**src/rtl/bw_rom_pkg.sv**
```systemverilog
package bw_rom_pkg;
    typedef enum logic [2:0] {
        ST_STANDBY = 3'd0,
        ST_QUIET   = 3'd1,
        ST_WORD    = 3'd2,
        ST_BYTE    = 3'd3,
        ST_ID_WORD = 3'd4,
        ST_ID_BYTE = 3'd5
    } rd_state_e;
endpackage

```
**src/rtl/bw_rom_mode_fsm.sv**
```systemverilog
module bw_rom_mode_fsm
    import bw_rom_pkg::*;
#(
    parameter int ADDR_W = 8
) (
    input  logic              clk_i,
    input  logic              rst_ni,
    input  logic              ce_ni,
    input  logic              oe_ni,
    input  logic              byte_mode_i,
    input  logic              id_hv_i,
    input  logic [ADDR_W-1:0] addr_i,
    input  logic              addr_lsb_i,
    output rd_state_e         state_o,
    output logic              a0_o,
    output logic              lsb_o,
    output logic              id_ok_o
);
    rd_state_e state_q, state_d;
    logic      a0_q, lsb_q, id_ok_q;

    // Decode priority: chip enable, output enable, identifier flag, width
    always_comb begin
        if (ce_ni)
            state_d = ST_STANDBY;
        else if (oe_ni)
            state_d = ST_QUIET;
        else if (id_hv_i)
            state_d = byte_mode_i ? ST_ID_BYTE : ST_ID_WORD;
        else
            state_d = byte_mode_i ? ST_BYTE : ST_WORD;
    end

    always_ff @(posedge clk_i or negedge rst_ni) begin
        if (!rst_ni) begin
            state_q <= ST_STANDBY;
            a0_q    <= 1'b0;
            lsb_q   <= 1'b0;
            id_ok_q <= 1'b0;
        end else begin
            state_q <= state_d;
            a0_q    <= addr_i[0];
            lsb_q   <= addr_lsb_i;
            id_ok_q <= (addr_i[ADDR_W-1:1] == '0);
        end
    end

    assign state_o = state_q;
    assign a0_o    = a0_q;
    assign lsb_o   = lsb_q;
    assign id_ok_o = id_ok_q;
endmodule

```
**src/rtl/bw_rom_store.sv**
```systemverilog
module bw_rom_store #(
    parameter int ADDR_W = 8,
    parameter int DATA_W = 16
) (
    input  logic              clk_i,
    input  logic              rst_ni,
    input  logic              wr_en_i,
    input  logic [ADDR_W-1:0] wr_addr_i,
    input  logic [DATA_W-1:0] wr_data_i,
    input  logic [ADDR_W-1:0] rd_addr_i,
    output logic [DATA_W-1:0] rd_data_o
);
    localparam int DEPTH = 1 << ADDR_W;

    logic [DATA_W-1:0] mem_q [DEPTH];
    logic [DATA_W-1:0] rd_q;

    always_ff @(posedge clk_i) begin
        if (wr_en_i)
            mem_q[wr_addr_i] <= wr_data_i;
    end

    always_ff @(posedge clk_i or negedge rst_ni) begin
        if (!rst_ni)
            rd_q <= '0;
        else
            rd_q <= mem_q[rd_addr_i];
    end

    assign rd_data_o = rd_q;
endmodule

```
**src/rtl/bw_rom_lane_mux.sv**
```systemverilog
module bw_rom_lane_mux
    import bw_rom_pkg::*;
#(
    parameter int              DATA_W      = 16,
    parameter logic [DATA_W-1:0] MFR_CODE  = 16'h00C2,
    parameter logic [DATA_W-1:0] DEV_CODE  = 16'h0115,
    parameter logic [DATA_W/2-1:0] DEV_BYTE_LO = 8'h12
) (
    input  rd_state_e         state_i,
    input  logic [DATA_W-1:0] word_i,
    input  logic              a0_i,
    input  logic              lsb_i,
    input  logic              id_ok_i,
    output logic [DATA_W-1:0] data_o,
    output logic [1:0]        lane_oe_o
);
    localparam int LANE_W = DATA_W / 2;

    logic [DATA_W-1:0] id_word;
    logic [LANE_W-1:0] id_byte;
    logic [LANE_W-1:0] half;

    always_comb begin
        if (!id_ok_i)
            id_word = '1;
        else
            id_word = a0_i ? DEV_CODE : MFR_CODE;

        if (!id_ok_i)
            id_byte = '1;
        else if (a0_i)
            id_byte = lsb_i ? DEV_CODE[DATA_W-1:LANE_W] : DEV_BYTE_LO;
        else
            id_byte = lsb_i ? MFR_CODE[DATA_W-1:LANE_W] : MFR_CODE[LANE_W-1:0];

        half = lsb_i ? word_i[DATA_W-1:LANE_W] : word_i[LANE_W-1:0];
    end

    always_comb begin
        data_o    = '0;
        lane_oe_o = 2'b00;
        unique case (state_i)
            ST_STANDBY, ST_QUIET: begin
                data_o    = '0;
                lane_oe_o = 2'b00;
            end
            ST_WORD: begin
                data_o    = word_i;
                lane_oe_o = 2'b11;
            end
            ST_BYTE: begin
                data_o    = {{LANE_W{1'b0}}, half};
                lane_oe_o = 2'b01;
            end
            ST_ID_WORD: begin
                data_o    = id_word;
                lane_oe_o = 2'b11;
            end
            ST_ID_BYTE: begin
                data_o    = {{LANE_W{1'b0}}, id_byte};
                lane_oe_o = 2'b01;
            end
            default: begin
                data_o    = '0;
                lane_oe_o = 2'b00;
            end
        endcase
    end
endmodule

```
**src/rtl/bw_rom_read.sv**
```systemverilog
module bw_rom_read
    import bw_rom_pkg::*;
#(
    parameter int ADDR_W = 8,
    parameter int DATA_W = 16
) (
    input  logic              clk_i,
    input  logic              rst_ni,
    input  logic              ce_ni,
    input  logic              oe_ni,
    input  logic              byte_mode_i,
    input  logic              id_hv_i,
    input  logic [ADDR_W-1:0] addr_i,
    input  logic              addr_lsb_i,
    input  logic              load_en_i,
    input  logic [ADDR_W-1:0] load_addr_i,
    input  logic [DATA_W-1:0] load_data_i,
    output logic [DATA_W-1:0] data_o,
    output logic [1:0]        lane_oe_o
);
    localparam int LANE_W = DATA_W / 2;

    rd_state_e         state;
    logic              a0, lsb, id_ok;
    logic [DATA_W-1:0] word;

    bw_rom_mode_fsm #(.ADDR_W(ADDR_W)) fsm_i (
        .clk_i       (clk_i),
        .rst_ni      (rst_ni),
        .ce_ni       (ce_ni),
        .oe_ni       (oe_ni),
        .byte_mode_i (byte_mode_i),
        .id_hv_i     (id_hv_i),
        .addr_i      (addr_i),
        .addr_lsb_i  (addr_lsb_i),
        .state_o     (state),
        .a0_o        (a0),
        .lsb_o       (lsb),
        .id_ok_o     (id_ok)
    );

    bw_rom_store #(.ADDR_W(ADDR_W), .DATA_W(DATA_W)) store_i (
        .clk_i     (clk_i),
        .rst_ni    (rst_ni),
        .wr_en_i   (load_en_i),
        .wr_addr_i (load_addr_i),
        .wr_data_i (load_data_i),
        .rd_addr_i (addr_i),
        .rd_data_o (word)
    );

    bw_rom_lane_mux #(.DATA_W(DATA_W)) mux_i (
        .state_i   (state),
        .word_i    (word),
        .a0_i      (a0),
        .lsb_i     (lsb),
        .id_ok_i   (id_ok),
        .data_o    (data_o),
        .lane_oe_o (lane_oe_o)
    );


    standby_off_chk: assert property (@(posedge clk_i) disable iff (!rst_ni)
        ce_ni |=> lane_oe_o == 2'b00);


    out_disable_chk: assert property (@(posedge clk_i) disable iff (!rst_ni)
        (!ce_ni && oe_ni) |=> lane_oe_o == 2'b00);


    word_lanes_chk: assert property (@(posedge clk_i) disable iff (!rst_ni)
        (!ce_ni && !oe_ni && !id_hv_i && !byte_mode_i) |=> lane_oe_o == 2'b11);


    byte_lanes_chk: assert property (@(posedge clk_i) disable iff (!rst_ni)
        (!ce_ni && !oe_ni && byte_mode_i) |=>
            (lane_oe_o == 2'b01 && data_o[DATA_W-1:LANE_W] == '0));


    id_bad_addr_chk: assert property (@(posedge clk_i) disable iff (!rst_ni)
        (!ce_ni && !oe_ni && id_hv_i && !byte_mode_i && addr_i[ADDR_W-1:1] != '0)
            |=> data_o == '1);


    lane_order_chk: assert property (@(posedge clk_i) disable iff (!rst_ni)
        !(lane_oe_o[1] && !lane_oe_o[0]));
endmodule

```
**config.mk**
```make
export PLATFORM = sky130hd
export DESIGN_NAME = bw_rom_read
export DESIGN_NICKNAME = d
export VERILOG_FILES = /design/src/rtl/bw_rom_pkg.sv /design/src/rtl/bw_rom_mode_fsm.sv /design/src/rtl/bw_rom_store.sv /design/src/rtl/bw_rom_lane_mux.sv /design/src/rtl/bw_rom_read.sv
export SDC_FILE = /design/constraint.sdc
export NUM_CORES = 2
export LEC_CHECK = 0
export ABC_AREA = 1
export BUFFER_PORTS_ARGS = -buffer_cell sky130_fd_sc_hd__buf_2
export CORE_MARGIN = 2
export CORE_UTILIZATION = 45
export DETAILED_ROUTE_END_ITERATION = 8
export PLACE_DENSITY = 0.63
export SYNTH_ARGS = -nofsm -noshare
export SYNTH_HDL_FRONTEND = slang
export SYNTH_SLANG_ARGS = --single-unit
```
**constraint.sdc**
```tcl
create_clock -name clk_i -period 1.75 [get_ports clk_i]
set_clock_uncertainty 0.2 [all_clocks]
set_input_delay 0.175 -clock clk_i [delete_from_list [all_inputs] [get_ports clk_i]]
set_output_delay 0.175 -clock clk_i [all_outputs]
set_load 0.01 [all_outputs]
```
Word-level counts from Yosys, hierarchy flattened
Memories as Yosys holds them, arrays and structs flattened. A register that Yosys moved wholly into a read port is not among the register bits.
Cells that the tools add are included.
Operators by class
  mux-type cells: 16
  reduce and logical (&&, ||, !) cells: 4
  equality and inequality tests: 4
Operators with widths (count)
  16-bit one-hot mux with 4 select lines: 1
  8-bit two-way mux: 4
  16-bit two-way mux: 1
  3-bit two-way mux: 3
  9-bit two-way mux: 1
  7-bit zero test: 1
  3-bit by 2-bit equality test with 1-bit output (second input constant): 2
  3-bit equality test (second input constant): 2
  5-bit two-way mux: 1
  1-bit two-way mux: 4
  2-bit one-hot mux with 2 select lines: 1
  2-bit OR reduction: 2
  1-bit zero test: 1
Storage, ports and cells
  memory bits (writable): 4096
  output and inout bits: 18
  logic and storage cells: 29
  bits of input ports: 40
  memories kept: 1
  flip-flop bits (word level): 6
Memory list
  store_i.mem_q: words 256, bits a word 16, read ports 1, clocked after Yosys merged registers in 1, write ports 1, RTL line bw_rom_store.sv:15  | logic [DATA_W-1:0] mem_q [DEPTH];

Depth between registers and ports, before layout
  depth in word-level cells: 4
  gate-level depth with buffers: 19
  mapped depth without buffers: 15

Modules after synthesis
Synthesis repeated with hierarchy kept, for this count alone.
Unflattened totals
  cells, all modules: 13738
  area, all modules: 166329.5 sq um
Modules (own cells, without submodules)
  bw_rom_store: times used 1, seq. area each 123398.3 sq um, area each 165690.2 sq um, cells each 13616
  bw_rom_lane_mux: times used 1, seq. area each 0.0 sq um, area each 437.9 sq um, cells each 105
  bw_rom_mode_fsm: times used 1, seq. area each 150.1 sq um, area each 201.4 sq um, cells each 17

Least setup slack after synthesis
No wires, ideal clock.
  path type: input to register
  from: input port load_addr_i[7]
  to: memory store_i.mem_q[181][0], enable pin
  data required time: 1.141 ns
  path buffers: 0
  library setup time: 0.409 ns
  stages on the path: 4
  arrival time: 1.728 ns
  path slack: -0.587 ns
  path through: inv_1 nor2_1 nand2_1 nor3_1
RTL lines
  start: declaration: RTL line bw_rom_read.sv:16  | input logic [ADDR_W-1:0] load_addr_i,
  end: declaration: RTL line bw_rom_store.sv:15
No word-level cell before the write port.

Worst setup path in the final report
  from: register fsm_i.state_q[2] (netlist: fsm_i.state_o[2])
  to: output port data_o[1]
On the way
  longest elaborated chain between the ends: 2
  elaborated cells between the ends (all ways): 5
  classes of those cells: eq/ne: 4; mux: 1
Ends and longest elaborated chain
  start: declaration: RTL line bw_rom_mode_fsm.sv:19  | rd_state_e state_q, state_d;
  start signal: assignment: RTL line bw_rom_mode_fsm.sv:41  | state_q <= state_d;
  3-bit equality test or 3-bit by 2-bit equality test with 1-bit output (tied branches): RTL line bw_rom_lane_mux.sv:42  | unique case (state_i)
  16-bit one-hot mux with 4 select lines (*): RTL line bw_rom_lane_mux.sv:42
  end: declaration: RTL line bw_rom_read.sv:18  | output logic [DATA_W-1:0] data_o,
Every way passes the cells marked *; elsewhere a longest branch is shown, timed or not.

==> run metrics <==
number of detailed-routing iterations run before antenna repair=9; Worst Hold Slack=-0.0170 ns; largest net degree at the start of global routing=87; total core area=0.372 mm²; Die Width=615 µm; Num CTS Buffers=420; vias after detailed routing=118k; count of final setup violators=47; sum of routed wire length over all layers=534000 µm; Post-Route Setup TNS=-18.09 ns; cell area after placement=0.188 mm²; total grt overflow=0; Slew Limit Fails=0; routing usage on met1=38.2%; cell accounting for the most synthesized area=sky130_fd_sc_hd__edfxtp_1; cell area after layout=0.206 mm²; Worst R2R Setup Slack=-0.24 ns; Layout Cells excl Fill=20.9k; Post-Syn Area=0.168 mm²; leading register cell type out of synthesis=sky130_fd_sc_hd__edfxtp_1; HPWL after DPL=337000 µm; cell total after placement=20.1k; average detailed-routed wire length per instance=25.5 µm; Root Buffer=sky130_fd_sc_hd__clkbuf_16; busiest layer in global routing=met2; arrival time of data at the critical path endpoint=2.31 ns; sequential fraction of the synthesis area=73.6%; worst vdd ir=0.923 mV; kind of end point of the critical path=primary output; fraction of layout instances using a drive strength above 1=18.0%; Seq cells post-synth=4118; Yosys warnings=0; launching element type of the critical path=flop; routed vias/inst=5.63; global routing usage summed across all routing layers=27.6%; Cell Pwr Density=1050 mW/mm²; cells after synthesis=14.6k; largest buffer count on any clock path=4; critical path start-end classification=flop to primary output; synthesis-to-layout area growth=22.4%; top-level I/O count=58; CP Capture Point=data_o[1]; count of flip-flops with a built-in enable after synthesis=4096; worst flop-to-flop path startpoint=store_i.mem_q[144][7]$_DFFE_PP_; share of Yosys cell area claimed by the top area cell type=73.2%; number of DRC violations after detailed-routing iteration 0=16.1k; Netlist cell types=27; Setup WS post-layout=-0.932 ns; number of maximum-capacitance violations=0; share of synthesized flip-flops with an asynchronous set or reset=0.534%; worst rel slew slack=34.4%; total number of placement rows=224; residual DRC count=0; violations in the final reports=hold timing, setup timing; gp weighted congestion=0.917; worst-path fanout max=6; number of global-route vias before repair=110k; number of buffers inserted by port buffering=57; filler cell count in the final layout=30.0k; Util after Layout=55.3%; Initial Util=45.2%; R2R cell count=11; GR Layer Usage met2=43.2%; worst reg2reg path endpoint=store_i.rd_data_o[7]$_DFF_PN0_; Worst-path clk slew=0.06 ns; antenna violations before repair=24; classification of the worst-slack hold path=primary input to flop; Static Leakage=0.0761 µW; latest clock arrival within the worst-skew pair=1.03 ns; die outline area=0.378 mm²; launch point of the critical path=fsm_i.state_o[2]$_DFF_PN0_; clock tree from TritonCTS=yes; final-stage net count=15.7k; global-route wire length before repair=769000 µm; Setup Slack @ Placement=-1.74 ns; net count after synthesis=14.6k; Req. time, crit path=1.37 ns; biggest area contributors in the synthesized netlist=sky130_fd_sc_hd__edfxtp_1 (73%), sky130_fd_sc_hd__nand2_1 (11%), sky130_fd_sc_hd__nand3_1 (7.5%); unrepaired setup endpoints after global routing=true; number of hold violations in the final report=4; run status=finished, violations left; fraction of met3 tracks used by global routing=4.50%; number of sinks driven by the clock tree=4118; Routed Antenna Nets=0; Mapped Avg Cell Area=11.5 µm²; y dimension of the die=615 µm; Final period util=153%; Tightest Pin Transition=0.980 ns; minimum clock period=2.68 ns; CTS HTree Levels=5; Max Clock Freq=373 MHz
## power by group
group / internal (µW) / leakage, µW / switching (µW)
Sequential: 109000 / 0.0371 / 197
Clock: 52100 / 0.00669 / 38200
Combinational: 5280 / 0.0323 / 11600
## registers in the layout, indices dropped and copies added, names as in the netlist
signal             cells
fsm_i.id_ok_o          1
fsm_i.a0_o             1
store_i.mem_q       4096
fsm_i.state_o          3
store_i.rd_data_o     16
fsm_i.lsb_o            1
## worst min-delay path by stage
stage | start | cells after the start | slack [ns] | end
floorplan | rst_ni | 0 | -0.32 | fsm_i.a0_o$_DFF_PN0_
global placement | rst_ni | 2 | -0.04 | fsm_i.state_o[1]$_DFF_PN0_
detailed placement | rst_ni | 2 | -0.04 | fsm_i.state_o[2]$_DFF_PN0_
CTS | rst_ni | 4 | 0.01 | fsm_i.state_o[2]$_DFF_PN0_
global route | addr_i[4] | 9 | -0.003 | store_i.rd_data_o[1]$_DFF_PN0_
finish | load_data_i[4] | 2 | -0.02 | store_i.mem_q[145][4]$_DFFE_PP_
## per-stage QoR
stage	total power, µW	hold WS, ns
after global placement	126000	-0.0441
after CTS	216000	0.0110
final	216000	-0.0170
after detailed placement	126000	-0.0438
after floorplan	118000	-0.321
after global routing	221000	-0.00318
## per-layer routing
layer / part of all wire, % / up-vias
li1: - / 52564
met4: 4.6 / 6
met1: 39 / 57749
met2: 46 / 6497
met3: 10 / 1040
met5: 0.0082 / -
## Yosys cell counts, types with 33 or more instances
library cell and n:
sky130_fd_sc_hd__buf_4 40, sky130_fd_sc_hd__clkbuf_1 249, sky130_fd_sc_hd__nor2_1 996, sky130_fd_sc_hd__inv_1 401, sky130_fd_sc_hd__nand2_1 4964, sky130_fd_sc_hd__buf_2 503, sky130_fd_sc_hd__o21ai_0 248, sky130_fd_sc_hd__o211ai_1 82
sky130_fd_sc_hd__nand3_1 2523, sky130_fd_sc_hd__edfxtp_1 4096, sky130_fd_sc_hd__buf_1 101, sky130_fd_sc_hd__a21oi_1 222, sky130_fd_sc_hd__or2_2 33
## cell usage in the layout, fill, tap and decap left out, types with 35 or more instances in the layout
master	n
sky130_fd_sc_hd__nand2_1	4746
sky130_fd_sc_hd__edfxtp_1	4096
sky130_fd_sc_hd__nand3_1	2245
sky130_fd_sc_hd__buf_4	912
sky130_fd_sc_hd__nor2_1	821
sky130_fd_sc_hd__buf_12	500
sky130_fd_sc_hd__clkbuf_16	422
sky130_fd_sc_hd__inv_1	367
sky130_fd_sc_hd__nand3_2	229
sky130_fd_sc_hd__o21ai_0	215
sky130_fd_sc_hd__a21oi_1	183
sky130_fd_sc_hd__nand2_2	172
sky130_fd_sc_hd__nor2_4	108
sky130_fd_sc_hd__clkbuf_1	91
sky130_fd_sc_hd__o211ai_1	82
sky130_fd_sc_hd__clkinv_1	77
sky130_fd_sc_hd__nor2_2	68
sky130_fd_sc_hd__clkinv_2	68
sky130_fd_sc_hd__dlygate4sd3_1	50
sky130_fd_sc_hd__nand3_4	49
sky130_fd_sc_hd__bufinv_16	47
sky130_fd_sc_hd__nand2_4	46
sky130_fd_sc_hd__o21ai_1	44
sky130_fd_sc_hd__a21oi_2	35
## area by class of cell
class / count / area, µm² / area share, %
diodes: 12 / 30.0 / 0.0146
clock buffers: 532 / 11200 / 5.43
clock inverters: 236 / 2600 / 1.26
inverters: 404 / 1560 / 0.757
multi-input cells: 9137 / 42400 / 20.6
flip-flops and latches: 4118 / 124000 / 60.1
well taps: 4972 / 6220 / 3.03
repair buffers: 1531 / 18000 / 8.76
## logic make-up after synthesis
logic type	Yosys count	synth area share, %
DFF	4118	73.6
AOI/OAI and AO/OA	608	1.99
buffers and inverters	1306	3.42
and+or+nand+nor	8529	21.0
## critical path: stages (launching register included)
cell                        delay (ns)
sky130_fd_sc_hd__dfrtp_1          0.40
sky130_fd_sc_hd__inv_2            0.06
sky130_fd_sc_hd__nor2_4           0.13
sky130_fd_sc_hd__inv_4            0.07
sky130_fd_sc_hd__nor2_4           0.20
sky130_fd_sc_hd__o21ai_0          0.15
sky130_fd_sc_hd__o2111ai_1        0.12
sky130_fd_sc_hd__buf_2            0.16
## repair_timing
action,4_1_cts,5_1_grt
hold buffers,54,1
endpoints found under the hold margin,7865,4
gates resized for setup,565,344
pin swaps,206,253
endpoints found under the setup margin,34,118
buffers inserted,2,1
Note: power is estimated with default switching activity, not from simulation.
